[src/rtl/sdshim_pkg.sv]
package sdshim_pkg;
  typedef enum logic [1:0] {SZ_BYTE = 2'd0, SZ_HALF = 2'd1, SZ_WORD = 2'd2} acc_size_e;

  localparam int unsigned OFF_BLKSZ  = 8'h04;
  localparam int unsigned OFF_TXMODE = 8'h0C;
  localparam int unsigned OFF_CMD    = 8'h0E;
  localparam int unsigned OFF_PSTATE = 8'h24;
  localparam int unsigned OFF_HCTL   = 8'h28;
  localparam int unsigned OFF_PWR    = 8'h29;
  localparam int unsigned OFF_IEN    = 8'h34;
  localparam int unsigned OFF_CAPS   = 8'h40;

  localparam int unsigned CAP_ADMA1_BIT = 20;
  localparam int unsigned CAP_ADMA2_BIT = 19;
  localparam int unsigned IEN_GAP_BIT   = 2;
  localparam logic [31:0] BLK_BOUND_MASK = 32'h0000_7000;
  localparam logic [7:0]  HCTL_RSVD_MASK = 8'h04;
endpackage

[src/rtl/sdshim_rd_fix.sv]
module sdshim_rd_fix
  import sdshim_pkg::*;
#(
  parameter int unsigned ADDR_W     = 8,
  parameter logic [7:0]  VENDOR_VER = 8'h13
) (
  input  logic [1:0]        size,
  input  logic [ADDR_W-1:0] addr,
  input  logic [31:0]       word,
  output logic [31:0]       rdata
);
  localparam logic [ADDR_W-1:0] A_PSTATE = ADDR_W'(OFF_PSTATE);
  localparam logic [ADDR_W-1:0] A_CAPS   = ADDR_W'(OFF_CAPS);
  localparam logic [ADDR_W-1:0] A_HCTL   = ADDR_W'(OFF_HCTL);

  logic [31:0] caps_fix;
  logic [31:0] lane_h;
  logic [31:0] lane_b;
  logic [7:0]  byte_v;

  generate
    if (VENDOR_VER > 8'h12) begin : g_adma2_promote
      always_comb begin
        caps_fix = word;
        if (word[CAP_ADMA1_BIT]) caps_fix[CAP_ADMA2_BIT] = 1'b1;
      end
    end else begin : g_adma2_plain
      assign caps_fix = word;
    end
  endgenerate

  always_comb begin
    lane_h = word >> {addr[1], 4'b0000};
    lane_b = word >> {addr[1:0], 3'b000};
    byte_v = lane_b[7:0];
    if (addr == A_HCTL) byte_v[4:3] = word[9:8];
    unique case (acc_size_e'(size))
      SZ_WORD: begin
        if (addr == A_PSTATE)
          rdata = {7'b0, word[23], word[27:24], word[19:0]};
        else if (addr == A_CAPS)
          rdata = caps_fix;
        else
          rdata = word;
      end
      SZ_HALF: rdata = {16'b0, lane_h[15:0]};
      default: rdata = {24'b0, byte_v};
    endcase
  end
endmodule

[src/rtl/sdshim_wr_fix.sv]
module sdshim_wr_fix
  import sdshim_pkg::*;
#(
  parameter int unsigned ADDR_W = 8
) (
  input  logic [1:0]        size,
  input  logic [ADDR_W-1:0] addr,
  input  logic [31:0]       wdata,
  input  logic [31:0]       old_word,
  input  logic [15:0]       shadow,
  output logic [31:0]       new_word,
  output logic              suppress,
  output logic              tm_capture
);
  localparam logic [ADDR_W-1:0] A_BLKSZ  = ADDR_W'(OFF_BLKSZ);
  localparam logic [ADDR_W-1:0] A_TXMODE = ADDR_W'(OFF_TXMODE);
  localparam logic [ADDR_W-1:0] A_CMD    = ADDR_W'(OFF_CMD);
  localparam logic [ADDR_W-1:0] A_HCTL   = ADDR_W'(OFF_HCTL);
  localparam logic [ADDR_W-1:0] A_PWR    = ADDR_W'(OFF_PWR);
  localparam logic [ADDR_W-1:0] A_IEN    = ADDR_W'(OFF_IEN);

  logic [31:0] half_mask, byte_mask;
  logic [31:0] half_ins, byte_ins;
  logic [31:0] hctl_word;

  always_comb begin
    half_mask = 32'h0000_FFFF << {addr[1], 4'b0000};
    half_ins  = {16'b0, wdata[15:0]} << {addr[1], 4'b0000};
    byte_mask = 32'h0000_00FF << {addr[1:0], 3'b000};
    byte_ins  = {24'b0, wdata[7:0]} << {addr[1:0], 3'b000};

    hctl_word      = old_word;
    hctl_word[9:8] = wdata[4:3];
    hctl_word[7:0] = {wdata[7:5], old_word[4:3], wdata[2:0]} & ~HCTL_RSVD_MASK;

    suppress   = 1'b0;
    tm_capture = 1'b0;
    unique case (acc_size_e'(size))
      SZ_WORD: begin
        new_word = wdata;
        if (addr == A_IEN) new_word[IEN_GAP_BIT] = 1'b1;
      end
      SZ_HALF: begin
        if (addr == A_TXMODE) begin
          suppress   = 1'b1;
          tm_capture = 1'b1;
          new_word   = old_word;
        end else if (addr == A_CMD) begin
          new_word = {wdata[15:0], shadow};
        end else begin
          new_word = (old_word & ~half_mask) | half_ins;
          if (addr == A_BLKSZ) new_word = new_word & ~BLK_BOUND_MASK;
        end
      end
      default: begin
        if (addr == A_PWR) begin
          suppress = 1'b1;
          new_word = old_word;
        end else if (addr == A_HCTL) begin
          new_word = hctl_word;
        end else begin
          new_word = (old_word & ~byte_mask) | byte_ins;
        end
      end
    endcase
  end
endmodule

[src/rtl/sdshim_ctl.sv]
module sdshim_ctl #(
  parameter int unsigned ADDR_W = 8
) (
  input  logic              clk,
  input  logic              rst_n,
  input  logic              req_valid,
  output logic              req_ready,
  input  logic              req_write,
  input  logic [1:0]        req_size,
  input  logic [ADDR_W-1:0] req_addr,
  input  logic [31:0]       req_wdata,
  input  logic [31:0]       be_rdata,
  input  logic [31:0]       new_word,
  input  logic              suppress,
  input  logic              tm_capture,
  output logic              q_write,
  output logic [1:0]        q_size,
  output logic [ADDR_W-1:0] q_addr,
  output logic [31:0]       q_wdata,
  output logic [31:0]       old_q,
  output logic [15:0]       shadow_q,
  output logic [ADDR_W-3:0] be_addr,
  output logic              be_rd_en,
  output logic              be_wr_en,
  output logic [31:0]       be_wdata,
  output logic              rsp_valid
);
  typedef enum logic [1:0] {ST_IDLE, ST_FETCH, ST_EXEC} state_e;
  state_e state;

  always_ff @(posedge clk) begin
    if (!rst_n) begin
      state    <= ST_IDLE;
      q_write  <= 1'b0;
      q_size   <= 2'd0;
      q_addr   <= '0;
      q_wdata  <= '0;
      old_q    <= '0;
      shadow_q <= '0;
    end else begin
      unique case (state)
        ST_IDLE: if (req_valid) begin
          q_write <= req_write;
          q_size  <= req_size;
          q_addr  <= req_addr;
          q_wdata <= req_wdata;
          state   <= ST_FETCH;
        end
        ST_FETCH: begin
          old_q <= be_rdata;
          state <= ST_EXEC;
        end
        default: begin
          if (q_write && tm_capture) shadow_q <= q_wdata[15:0];
          state <= ST_IDLE;
        end
      endcase
    end
  end

  assign req_ready = (state == ST_IDLE);
  assign be_rd_en  = (state == ST_FETCH);
  assign be_addr   = q_addr[ADDR_W-1:2];
  assign be_wr_en  = (state == ST_EXEC) && q_write && !suppress;
  assign be_wdata  = new_word;
  assign rsp_valid = (state == ST_EXEC) && !q_write;

  AST_RSP_AFTER_FETCH: assert property (@(posedge clk) disable iff (!rst_n)
    rsp_valid |-> $past(be_rd_en));
  AST_BUSY_AFTER_ACCEPT: assert property (@(posedge clk) disable iff (!rst_n)
    (req_valid && req_ready) |=> !req_ready);
endmodule

[src/rtl/sdreg_shim.sv]
module sdreg_shim
  import sdshim_pkg::*;
#(
  parameter int unsigned ADDR_W     = 8,
  parameter logic [7:0]  VENDOR_VER = 8'h13
) (
  input  logic              clk,
  input  logic              rst_n,
  input  logic              req_valid,
  output logic              req_ready,
  input  logic              req_write,
  input  logic [1:0]        req_size,
  input  logic [ADDR_W-1:0] req_addr,
  input  logic [31:0]       req_wdata,
  output logic              rsp_valid,
  output logic [31:0]       rsp_rdata,
  output logic [ADDR_W-3:0] be_addr,
  output logic              be_rd_en,
  input  logic [31:0]       be_rdata,
  output logic              be_wr_en,
  output logic [31:0]       be_wdata
);
  localparam logic [ADDR_W-1:0] A_BLKSZ  = ADDR_W'(OFF_BLKSZ);
  localparam logic [ADDR_W-1:0] A_TXMODE = ADDR_W'(OFF_TXMODE);
  localparam logic [ADDR_W-1:0] A_CMD    = ADDR_W'(OFF_CMD);
  localparam logic [ADDR_W-1:0] A_HCTL   = ADDR_W'(OFF_HCTL);
  localparam logic [ADDR_W-1:0] A_PWR    = ADDR_W'(OFF_PWR);
  localparam logic [ADDR_W-1:0] A_IEN    = ADDR_W'(OFF_IEN);

  logic              q_write;
  logic [1:0]        q_size;
  logic [ADDR_W-1:0] q_addr;
  logic [31:0]       q_wdata;
  logic [31:0]       old_q;
  logic [15:0]       shadow_q;
  logic [31:0]       new_word;
  logic              suppress;
  logic              tm_capture;

  sdshim_ctl #(.ADDR_W(ADDR_W)) u_ctl (
    .clk(clk), .rst_n(rst_n),
    .req_valid(req_valid), .req_ready(req_ready), .req_write(req_write),
    .req_size(req_size), .req_addr(req_addr), .req_wdata(req_wdata),
    .be_rdata(be_rdata), .new_word(new_word), .suppress(suppress),
    .tm_capture(tm_capture), .q_write(q_write), .q_size(q_size),
    .q_addr(q_addr), .q_wdata(q_wdata), .old_q(old_q), .shadow_q(shadow_q),
    .be_addr(be_addr), .be_rd_en(be_rd_en), .be_wr_en(be_wr_en),
    .be_wdata(be_wdata), .rsp_valid(rsp_valid)
  );

  sdshim_rd_fix #(.ADDR_W(ADDR_W), .VENDOR_VER(VENDOR_VER)) u_rd (
    .size(q_size), .addr(q_addr), .word(old_q), .rdata(rsp_rdata)
  );

  sdshim_wr_fix #(.ADDR_W(ADDR_W)) u_wr (
    .size(q_size), .addr(q_addr), .wdata(q_wdata), .old_word(old_q),
    .shadow(shadow_q), .new_word(new_word), .suppress(suppress),
    .tm_capture(tm_capture)
  );

  logic is_half, is_byte, is_word;
  assign is_half = (q_size == 2'd1);
  assign is_byte = (q_size == 2'd0);
  assign is_word = (q_size == 2'd2);

  AST_TM_NO_STORE: assert property (@(posedge clk) disable iff (!rst_n)
    be_wr_en |-> !(is_half && q_addr == A_TXMODE));
  AST_CMD_MERGE: assert property (@(posedge clk) disable iff (!rst_n)
    (be_wr_en && is_half && q_addr == A_CMD) |-> be_wdata[15:0] == shadow_q);
  AST_BLK_BOUND_CLR: assert property (@(posedge clk) disable iff (!rst_n)
    (be_wr_en && is_half && q_addr == A_BLKSZ) |-> be_wdata[14:12] == 3'b000);
  AST_PWR_IGNORED: assert property (@(posedge clk) disable iff (!rst_n)
    ($past(be_rd_en) && q_write && is_byte && q_addr == A_PWR) |-> !be_wr_en);
  AST_HCTL_RSVD_ZERO: assert property (@(posedge clk) disable iff (!rst_n)
    (be_wr_en && is_byte && q_addr == A_HCTL) |-> !be_wdata[2]);
  AST_IEN_GAP_ON: assert property (@(posedge clk) disable iff (!rst_n)
    (be_wr_en && is_word && q_addr == A_IEN) |-> be_wdata[2]);
endmodule

[config.mk]
export PLATFORM = sky130hd
export DESIGN_NAME = sdreg_shim
export DESIGN_NICKNAME = d
export VERILOG_FILES = /design/src/rtl/sdshim_pkg.sv /design/src/rtl/sdshim_rd_fix.sv /design/src/rtl/sdshim_wr_fix.sv /design/src/rtl/sdshim_ctl.sv /design/src/rtl/sdreg_shim.sv
export SDC_FILE = /design/constraint.sdc
export NUM_CORES = 1
export LEC_CHECK = 0
export BUFFER_PORTS_ARGS = -buffer_cell sky130_fd_sc_hd__buf_2
export CAP_MARGIN = 20
export CORE_ASPECT_RATIO = 0.5
export CORE_MARGIN = 2
export CORE_UTILIZATION = 28
export CTS_BUF_LIST = sky130_fd_sc_hd__clkbuf_16
export CTS_CLUSTER_SIZE = 25
export DETAILED_ROUTE_END_ITERATION = 12
export PLACE_DENSITY = 0.59
export SETUP_SLACK_MARGIN = 0.2
export SLEW_MARGIN = 10
export SYNTH_ARGS = -nofsm -noshare
export SYNTH_HDL_FRONTEND = slang
export SYNTH_SLANG_ARGS = --single-unit
[constraint.sdc]
create_clock -name clk -period 1.8 [get_ports clk]
set_input_delay 0.18 -clock clk [delete_from_list [all_inputs] [get_ports clk]]
set_output_delay 0.18 -clock clk [all_outputs]
set_load 0.1 [all_outputs]
## After elaboration in Yosys (flattened, before gate mapping)

Cells that the tools add are included.
W data, S select, Z words.

- Bits in registers: 93
- Bits of input ports: 78
- Output and inout bits: 74
- Logic and storage cells: 61

- Equality and inequality tests: 13
- Shift-type cells: 6
- Multiplexer cells: 18
- Bitwise operators: 7
- Reductions and logical operators: 10

Operators with widths:

| cell | number |
|---|---|
| $mux W32 | 5 |
| $pmux W32 S2 | 2 |
| $and A32 B32 Y32 | 2 |
| $not A32 Y32 | 2 |
| $or A32 B32 Y32 | 2 |
| $eq A8 B6 Y1 const B | 4 |
| $shl A16 B5 Y32 | 1 |
| $shl A16 B5 Y32 const A | 1 |
| $shl A8 B5 Y32 | 1 |
| $shl A8 B5 Y32 const A | 1 |
| $shr A32 B5 Y16 | 1 |
| $shr A32 B5 Y8 | 1 |
| $mux W20 | 1 |
| $eq A8 B4 Y1 const B | 2 |
| $mux W15 | 1 |
| $eq A8 B3 Y1 const B | 1 |
| $eq A8 B7 Y1 const B | 1 |
| $mux W1 | 5 |
| $eq A2 B1 Y1 const B | 2 |
| $eq A2 B2 Y1 const B | 2 |
| $logic_and A1 B1 Y1 | 4 |
| $mux W2 | 2 |
| $pmux W2 S2 | 1 |
| $reduce_and A2 Y1 | 2 |
| other kinds (6) | 7 |

## Depth between registers and ports, before layout

Gate-level depths: netlist (run 1).

- Depth after elaboration: 8
- Gate-level depth with buffers: 10
- Depth with buffers taken out: 7

## Cells and area by module

Synthesis (run 1) repeated with hierarchy kept, for this count alone.

- Cells, all modules: 814
- Area, all modules: 6,135.9 um2

Modules (own cells, without submodules):

| module | instances | cells an instance | area each (um2) | seq. area each (um2) |
|---|---|---|---|---|
| sdshim_ctl | 1 | 431 | 3,669.8 | 1,861.8 |
| sdshim_wr_fix | 1 | 269 | 1,705.4 | 0.0 |
| sdshim_rd_fix | 1 | 114 | 760.7 | 0.0 |

## Worst setup path before layout (run 1)

OpenSTA, ideal clock, no wires.

- Path kind: register -> output
- From: reg u_ctl.q_size[0]
- To: out be_wr_en
- Arrival: 3.169 ns
- Required time: 1.620 ns
- Path slack: -1.549 ns
- Stages on the path, launching flop included: 8
- Buffers on the path: 2
- Cells stage by stage: dfxtp_1 -> inv_1 -> ha_1 -> buf_2 -> nand2b_1 -> buf_2 -> nor2_1 -> nor3_1

- Word-level cells in the longest chain between the ends: 4
- Elaborated cells between the ends (all ways): 5
- Those cells by class: eq/ne: 2; mux: 1; reduce/logical: 2

Ends and longest elaborated chain:

| element | RTL line | RTL |
|---|---|---|
| start, declared | sdshim_ctl.sv:17 | `output logic [1:0] q_size,` |
| start signal, assigned | sdshim_ctl.sv:44 | `q_size <= req_size;` |
| $eq A2 B1 Y1 / $eq A2 B2 Y1 (equally long branches) | sdshim_wr_fix.sv:38 | `unique case (acc_size_e'(size))` |
| $pmux W1 S2 (*) | sdshim_wr_fix.sv:38 |  |
| $logic_not A1 Y1 (*) | sdshim_ctl.sv:64 | `assign be_wr_en = (state == ST_EXEC) && q_write && !suppress;` |
| $logic_and A1 B1 Y1 (*) | sdshim_ctl.sv:64 |  |
| end, declared | sdreg_shim.sv:20 | `output logic be_wr_en,` |

Every way passes the cells marked *; elsewhere a longest branch is shown, timed or not.

## Final worst setup path (run 1)

- From: reg u_ctl.q_size[0]
- To: out be_wdata[13]

- Word-level cells in the longest chain between the ends: 2
- Elaborated cells between the ends (all ways): 3
- Those cells by class: eq/ne: 2; mux: 1

Ends and longest elaborated chain:

| element | RTL line | RTL |
|---|---|---|
| $eq A2 B1 Y1 / $eq A2 B2 Y1 (equally long branches) | sdshim_wr_fix.sv:38 |  |
| $pmux W32 S2 (*) | sdshim_wr_fix.sv:38 |  |
| end, declared | sdreg_shim.sv:21 | `output logic [31:0] be_wdata` |

Marked as above.

==> impl_metrics.yaml, run 1 <==
critical_path:
  crit_required_ns: 1.62
  path_cells: "inv_2 > ha_4 > buf_12 > nand2b_4 > o31ai_1 > buf_4 > a22oi_2 > o21ai_4 > buf_12"
  arrival_ns: 2.24
  slowest_stage: "dfxtp_2"
  max_stage_delay_ns: 0.34
  cp-end-kind: "primary output"
  cp_max_fo: 8
  critPathKind: "flip-flop to primary output"
  cp-start-kind: "flip-flop"
  cpMostUsedCell: "buf_12"
  r2r_slack_ns: -0.05
sta:
  finalSetupViolations: 66
  rsz0062_at_grt: "yes"
  fin_ws_ns: -0.619
  hold_viol: 0
  tightest_slew_ns: 0.626
  period_share: 1.34
  slew_headroom: 0.582
  whs_ns: 0.0440
  clock_skew_ns: 0.00978
  period_needed_ns: 2.42
  fmax_mhz: 413
  finalMaxSlewViolations: 0
job:
  maxCapViolations: 0
layout:
  final_common_cell: "nand2_1"
  final_cells: 1176
  layout-drive-gt1-share: 0.541
  final_nets: 993
  finish.utilization: 0.543
  antenna_cells: 0
  area_growth_pct: 86.6
  final_cell_mix: "nand2_1, buf_12, buf_2"
power_and_ir_drop:
  vdd_ir_drop_max_v: 0.000442
  power.density_nw_per_um2: 650
  leakagePower_nw: 3.89
route:
  vias_per_cell: 5.30
  route.detailed.drc: 0
  drt_iter0_drc: 451
  via_count: 6230
  ant_nets: 0
  wirelength_um: 25500
  avgRoutedWirePerCell_um: 21.7
  drtPass1Iterations: 7
placement:
  io_buffer_count: 151
  dp.cells: 1127
  dp_hpwl_um: 17700
  place.gp.congestion: 0.945
  place_ws_ns: -0.718
clocking:
  cts_buffers: 9
  cts_buffer_depth: 2
  path_clk_slew_ns: 0.08
  clock_sinks: 93
  cts_tree: "yes"
  clock_latency_ns: 0.36
  ctsHtreeMaxLevel: 3
  cts_root_buf: "clkbuf_16"
floorplanning:
  die_w_um: 201
  die_area_um2: 20600
  row_count: 35
  fp.dieH_um: 103
  core_area_um2: 18700
  io_pins: 152
  start_util: 0.291
grt:
  antenna_found_initial: 1
  grt-ovfl-total: 0
  grt_pass1_vias: 6129
  grt_pass1_wl_um: 36600
  grt_max_degree: 43
  track_usage: 0.235
logic_synthesis:
  yosys.area.top_type: "dfxtp_1"
  synth_edf_count: 0
  syn-cell-area_um2: 5440
  ys.flop_type: "dfxtp_1"
  ys_seq_elements: 93
  yosys_warnings: 0
  syn_avg_cell_area_um2: 8.00
  synth-seq-area-share: 0.342
  synth_top_area_frac: 0.342
  yosys-top-cells-area: "dfxtp_1, nand2_1, a21boi_1"
  synth_cell_types: 53
  synth-async-reset-ratio: 0
  synth_cells: 680
  syn-num-nets: 760
run_status:
  status: "finished with violations"
  failed_checks: "negative setup slack"
worst_hold_path:
  holdCritPathClass: "primary input to flip-flop"
==> critical path, delay by kind of cell (launching register included) <==
family                   cells  cell delay (ns)
AND/OR/NAND/NOR              1             0.18
buffers and inverters        4             0.59
adder cells (fa/ha/maj)      1             0.25
AO/OA/AOI/OAI                3             0.51
flip-flops                   1             0.34
==> Yosys cell counts (2+ instances only) <==
master,count
a211o_1,2
a21boi_0,21
a21boi_1,63
a21oi_1,12
a221o_1,16
a221oi_1,2
a222oi_1,8
a22oi_1,20
a32o_1,2
and2_1,14
and3_1,3
buf_2,14
buf_4,6
clkbuf_1,33
dfxtp_1,93
ha_1,2
inv_1,10
inv_2,3
mux2_1,15
mux2i_1,33
mux4_2,2
nand2_1,170
nand2b_1,3
nand3_1,2
nor2_1,48
nor2b_1,14
nor3_1,5
nor3_4,3
o211ai_1,2
o21ai_0,3
o21ai_1,25
o21bai_1,4
o221ai_1,7
==> worst paths after layout <==
path	startpoint	to	cells after the start
max	u_ctl.q_size[0]	be_wdata[13]	9
min	req_wdata[7]	u_ctl.q_wdata[7]	3
max reg2reg	u_ctl.q_addr[4]	u_ctl.shadow_q[13]	8
min reg2reg	u_ctl.q_wdata[22]	u_ctl.q_wdata[22]	2
==> sequential cells by signal, summed over array words and instances, names as in the netlist <==
signal,flops
u_ctl.old_q,32
u_ctl.q_addr,8
u_ctl.q_size,2
u_ctl.q_wdata,32
u_ctl.q_write,1
u_ctl.shadow_q,16
u_ctl.state,2
==> what timing repair did <==
action                                 4_1_cts  5_1_grt
endpoints found under the hold margin        0        0
cloned                                       2        1
pin swaps                                   44       57
gates resized for setup                    180       90
hold buffers                                 0        0
setup buffers                               10       21
setup endpoints to repair                   84       84
==> cell type report <==
| type | instances | area [um^2] |
|---|---|---|
| flip-flops and latches | 93 | 1890 |
| well taps | 259 | 324 |
| repair buffers | 274 | 3050 |
| repair inverters | 1 | 5.00 |
| inverters | 13 | 56.3 |
| clock buffers | 9 | 225 |
| fillers | 1597 | 8540 |
| multi-input cells | 521 | 4530 |
| clock inverters | 6 | 71.3 |
==> metrics by stage <==
step                power [mW]  setup TNS, ns  cell area, um^2
global placement          4.28         -16.45             8420
global route              6.80         -33.90            10200
CTS                       6.46         -29.08             9550
detailed placement        4.30         -18.48             8420
finish                    6.60         -29.78            10200
floorplan                 3.58         -11.18             6140
==> power by group <==
part | leakage (nW) | internal, mW | switching (mW)
sequential | 0.765 | 2.15 | 0.192
combinational | 2.99 | 0.923 | 1.36
clock | 0.139 | 1.08 | 0.894
total | 3.89 | 4.16 | 2.44
==> routing by layer <==
layer,share of wire,track usage
met1,0.44,0.315
met2,0.46,0.391
met3,0.079,0.0452
met4,0.025,0.0707
met5,0,0
==> cell families (layout without fill, tap and decap cells) <==
family,count (synthesis),after routing,share of synthesized area
AOI/OAI and AO/OA,194,195,0.268
adders and majority gates,2,2,0.00460
buffers and inverters,67,303,0.0549
DFF,93,93,0.342
muxes,50,50,0.100
and+or+nand+nor,274,274,0.230
(Power assumes the default switching activity.)
==> run 2: changes to the inputs <==
--- a/config.mk
+++ b/config.mk
@@ -10,7 +10,7 @@
 export CORE_ASPECT_RATIO = 0.5
 export CORE_MARGIN = 2
 export CORE_UTILIZATION = 28
-export CTS_BUF_LIST = sky130_fd_sc_hd__clkbuf_16
+export CTS_BUF_LIST = sky130_fd_sc_hd__clkbuf_8
 export CTS_CLUSTER_SIZE = 25
 export DETAILED_ROUTE_END_ITERATION = 12
 export PLACE_DENSITY = 0.59
==> run 2 against run 1 <==
  * The run still ends with negative setup slack left
  * Register-to-register slack got worse by 0.05 ns
  * Total power shrank 8.3%
  * Core utilization shrank 1.6 points
  * Die area is the same
  * Non-clock buffer count fell by 8
  * Clock power decreased by 25%
  * Global-route usage grew 0.073 points
  * Sequential cell count unchanged
  * Routed wire length fell by 1.2%
  * First-iteration DRC count increased by 1.8%
==> impl_metrics.yaml, run 2 (same netlist as run 1, synthesis figures left out) <==
worst_hold_path:
  min_from: "req_wdata[0]"
  holdCritPathClass: "primary input to flip-flop"
  hold_depth: 3
  hold-path-endpoint: "u_ctl.q_wdata[0]"
placement:
  dp_hpwl_um: 17700
  place.gp.congestion: 0.945
  io_buffer_count: 151
  dp.cells: 1127
layout:
  top_regs: "u_ctl.old_q (32), u_ctl.q_wdata (32), u_ctl.shadow_q (16)"
  area_growth_pct: 81.2
  antenna_cells: 0
  final_nets: 985
  fill_cells: 1641
  layout-drive-gt1-share: 0.530
  final_common_cell: "nand2_1"
  final_cells: 1168
  final_cell_mix: "nand2_1, buf_2, dfxtp_1"
clocking:
  cts_buffers: 9
  clock_latency_ns: 0.39
  path_clk_slew_ns: 0.10
  cts_buffer_depth: 2
  clock_sinks: 93
  ctsHtreeMaxLevel: 3
  cts_tree: "yes"
  cts_root_buf: "clkbuf_8"
critical_path:
  crit_buf_inv: 3
  cp_max_fo: 5
  crit_required_ns: 1.62
  max_stage_delay_ns: 0.38
  r2r_end: "u_ctl.shadow_q[13]"
  cp-end-kind: "primary output"
  critPathKind: "flip-flop to primary output"
  slowest_stage: "dfxtp_4"
  cp-start-kind: "flip-flop"
  critPathTopFamily: "compound AO/OA/AOI/OAI gates"
  path_cells: "nor3_4 > buf_4 > a21oi_4 > buf_6 > a21oi_1 > o21bai_1 > a211o_4 > buf_12"
  r2r-start: "u_ctl.q_addr[4]"
  r2r_slack_ns: -0.10
  r2r_cells: 9
  arrival_ns: 2.41
route:
  route.detailed.drc: 0
  avgRoutedWirePerCell_um: 21.6
  via_count: 6256
  drtPass1Iterations: 8
  vias_per_cell: 5.36
  wirelength_um: 25200
  drt_iter0_drc: 459
  ant_nets: 0
sta:
  period_share: 1.44
  period_needed_ns: 2.59
  finalSetupViolations: 76
  hold_viol: 0
  clock_skew_ns: 0.0152
  slew_headroom: 0.578
  finalMaxSlewViolations: 0
  rsz0062_at_grt: "yes"
  fin_ws_ns: -0.791
  fmax_mhz: 386
  tightest_slew_ns: 0.632
power_and_ir_drop:
  power.density_nw_per_um2: 613
  leakagePower_nw: 3.79
  vdd_ir_drop_max_v: 0.000365
  p_total_mw: 6.05
grt:
  grt_pass1_vias: 6107
  grt_max_degree: 43
  track_usage: 0.236
  grt_pass1_wl_um: 36600
  antenna_found_initial: 0
  grt-ovfl-total: 0
job:
  maxCapViolations: 0
floorplanning:
  die_area_um2: 20600
  core_area_um2: 18700
  io_pins: 152
  fp.dieH_um: 103
  die_w_um: 201
  row_count: 35
  start_util: 0.291
run_status:
  failed_checks: "negative setup slack"
  status: "finished with violations"
-- run 2: metal layers --
layer  share of wire  routed length (um)  track usage  up-vias
met5               0                   0            0        -
met4           0.036                 899       0.0860        0
met3           0.082                2070       0.0518       88
met2            0.45               11400        0.386      292
met1            0.43               10900        0.312     3037
li1                -                   -            -     2839
-- run 2: worst max-delay path by stage --
stage,cells after the start,to,startpoint,slack (ns)
after floorplan,7,be_wdata[7],u_ctl.q_size[0],-1.00
after global placement,7,rsp_rdata[6],u_ctl.q_size[0],-0.63
after detailed placement,6,rsp_rdata[6],u_ctl.q_size[1],-0.72
after CTS,8,rsp_rdata[6],u_ctl.q_size[0],-0.61
after global routing,8,be_wdata[9],u_ctl.q_addr[4],-0.83
final,8,be_wdata[9],u_ctl.q_addr[4],-0.79
-- run 2: worst register-to-register path, cell delays in order (launching register included) --
cell and delay, ns:
dfxtp_4 0.38, nor3_4 0.29, buf_6 0.16, nand3_4 0.12, buf_6 0.15, buf_6 0.12, nor2_8 0.13, buf_12 0.15
mux2i_2 0.24, nor2b_1 0.07
-- run 2: report_power, final --
group	switching (mW)	internal [mW]
Clock	0.831	0.647
Combinational	1.34	0.892
Sequential	0.192	2.15
-- run 2: stage by stage --
stage	area [um^2]	setup WS [ns]	setup TNS (ns)	util	hold slack (ns)
after floorplan	6140	-1.00	-11.18	-	0.307
after global placement	8420	-0.628	-16.45	0.450	0.424
after detailed placement	8420	-0.718	-18.48	0.450	0.424
after CTS	9450	-0.607	-32.98	0.505	0.0000944
after global routing	9860	-0.829	-38.18	0.528	0.00789
final	9860	-0.791	-32.66	0.528	0.0144
-- run 2: layout make-up --
class,instances,area [um^2],area share
clock buffer,9,124,0.0126
clock inverter,6,71.3,0.00723
inverter,13,58.8,0.00596
multi-input combinational,521,4470,0.453
sequential,93,1890,0.192
tap,259,324,0.0329
timing repair buffer,266,2920,0.296
timing repair inverter,1,6.26,0.000634
-- run 2: timing repair --
item	4_1_cts	5_1_grt
gates resized for setup	182	74
endpoints found under the hold margin	2	0
cloned	3	0
endpoints found under the setup margin	84	84
pin swaps	48	44
setup buffers	6	15
hold buffers	2	0
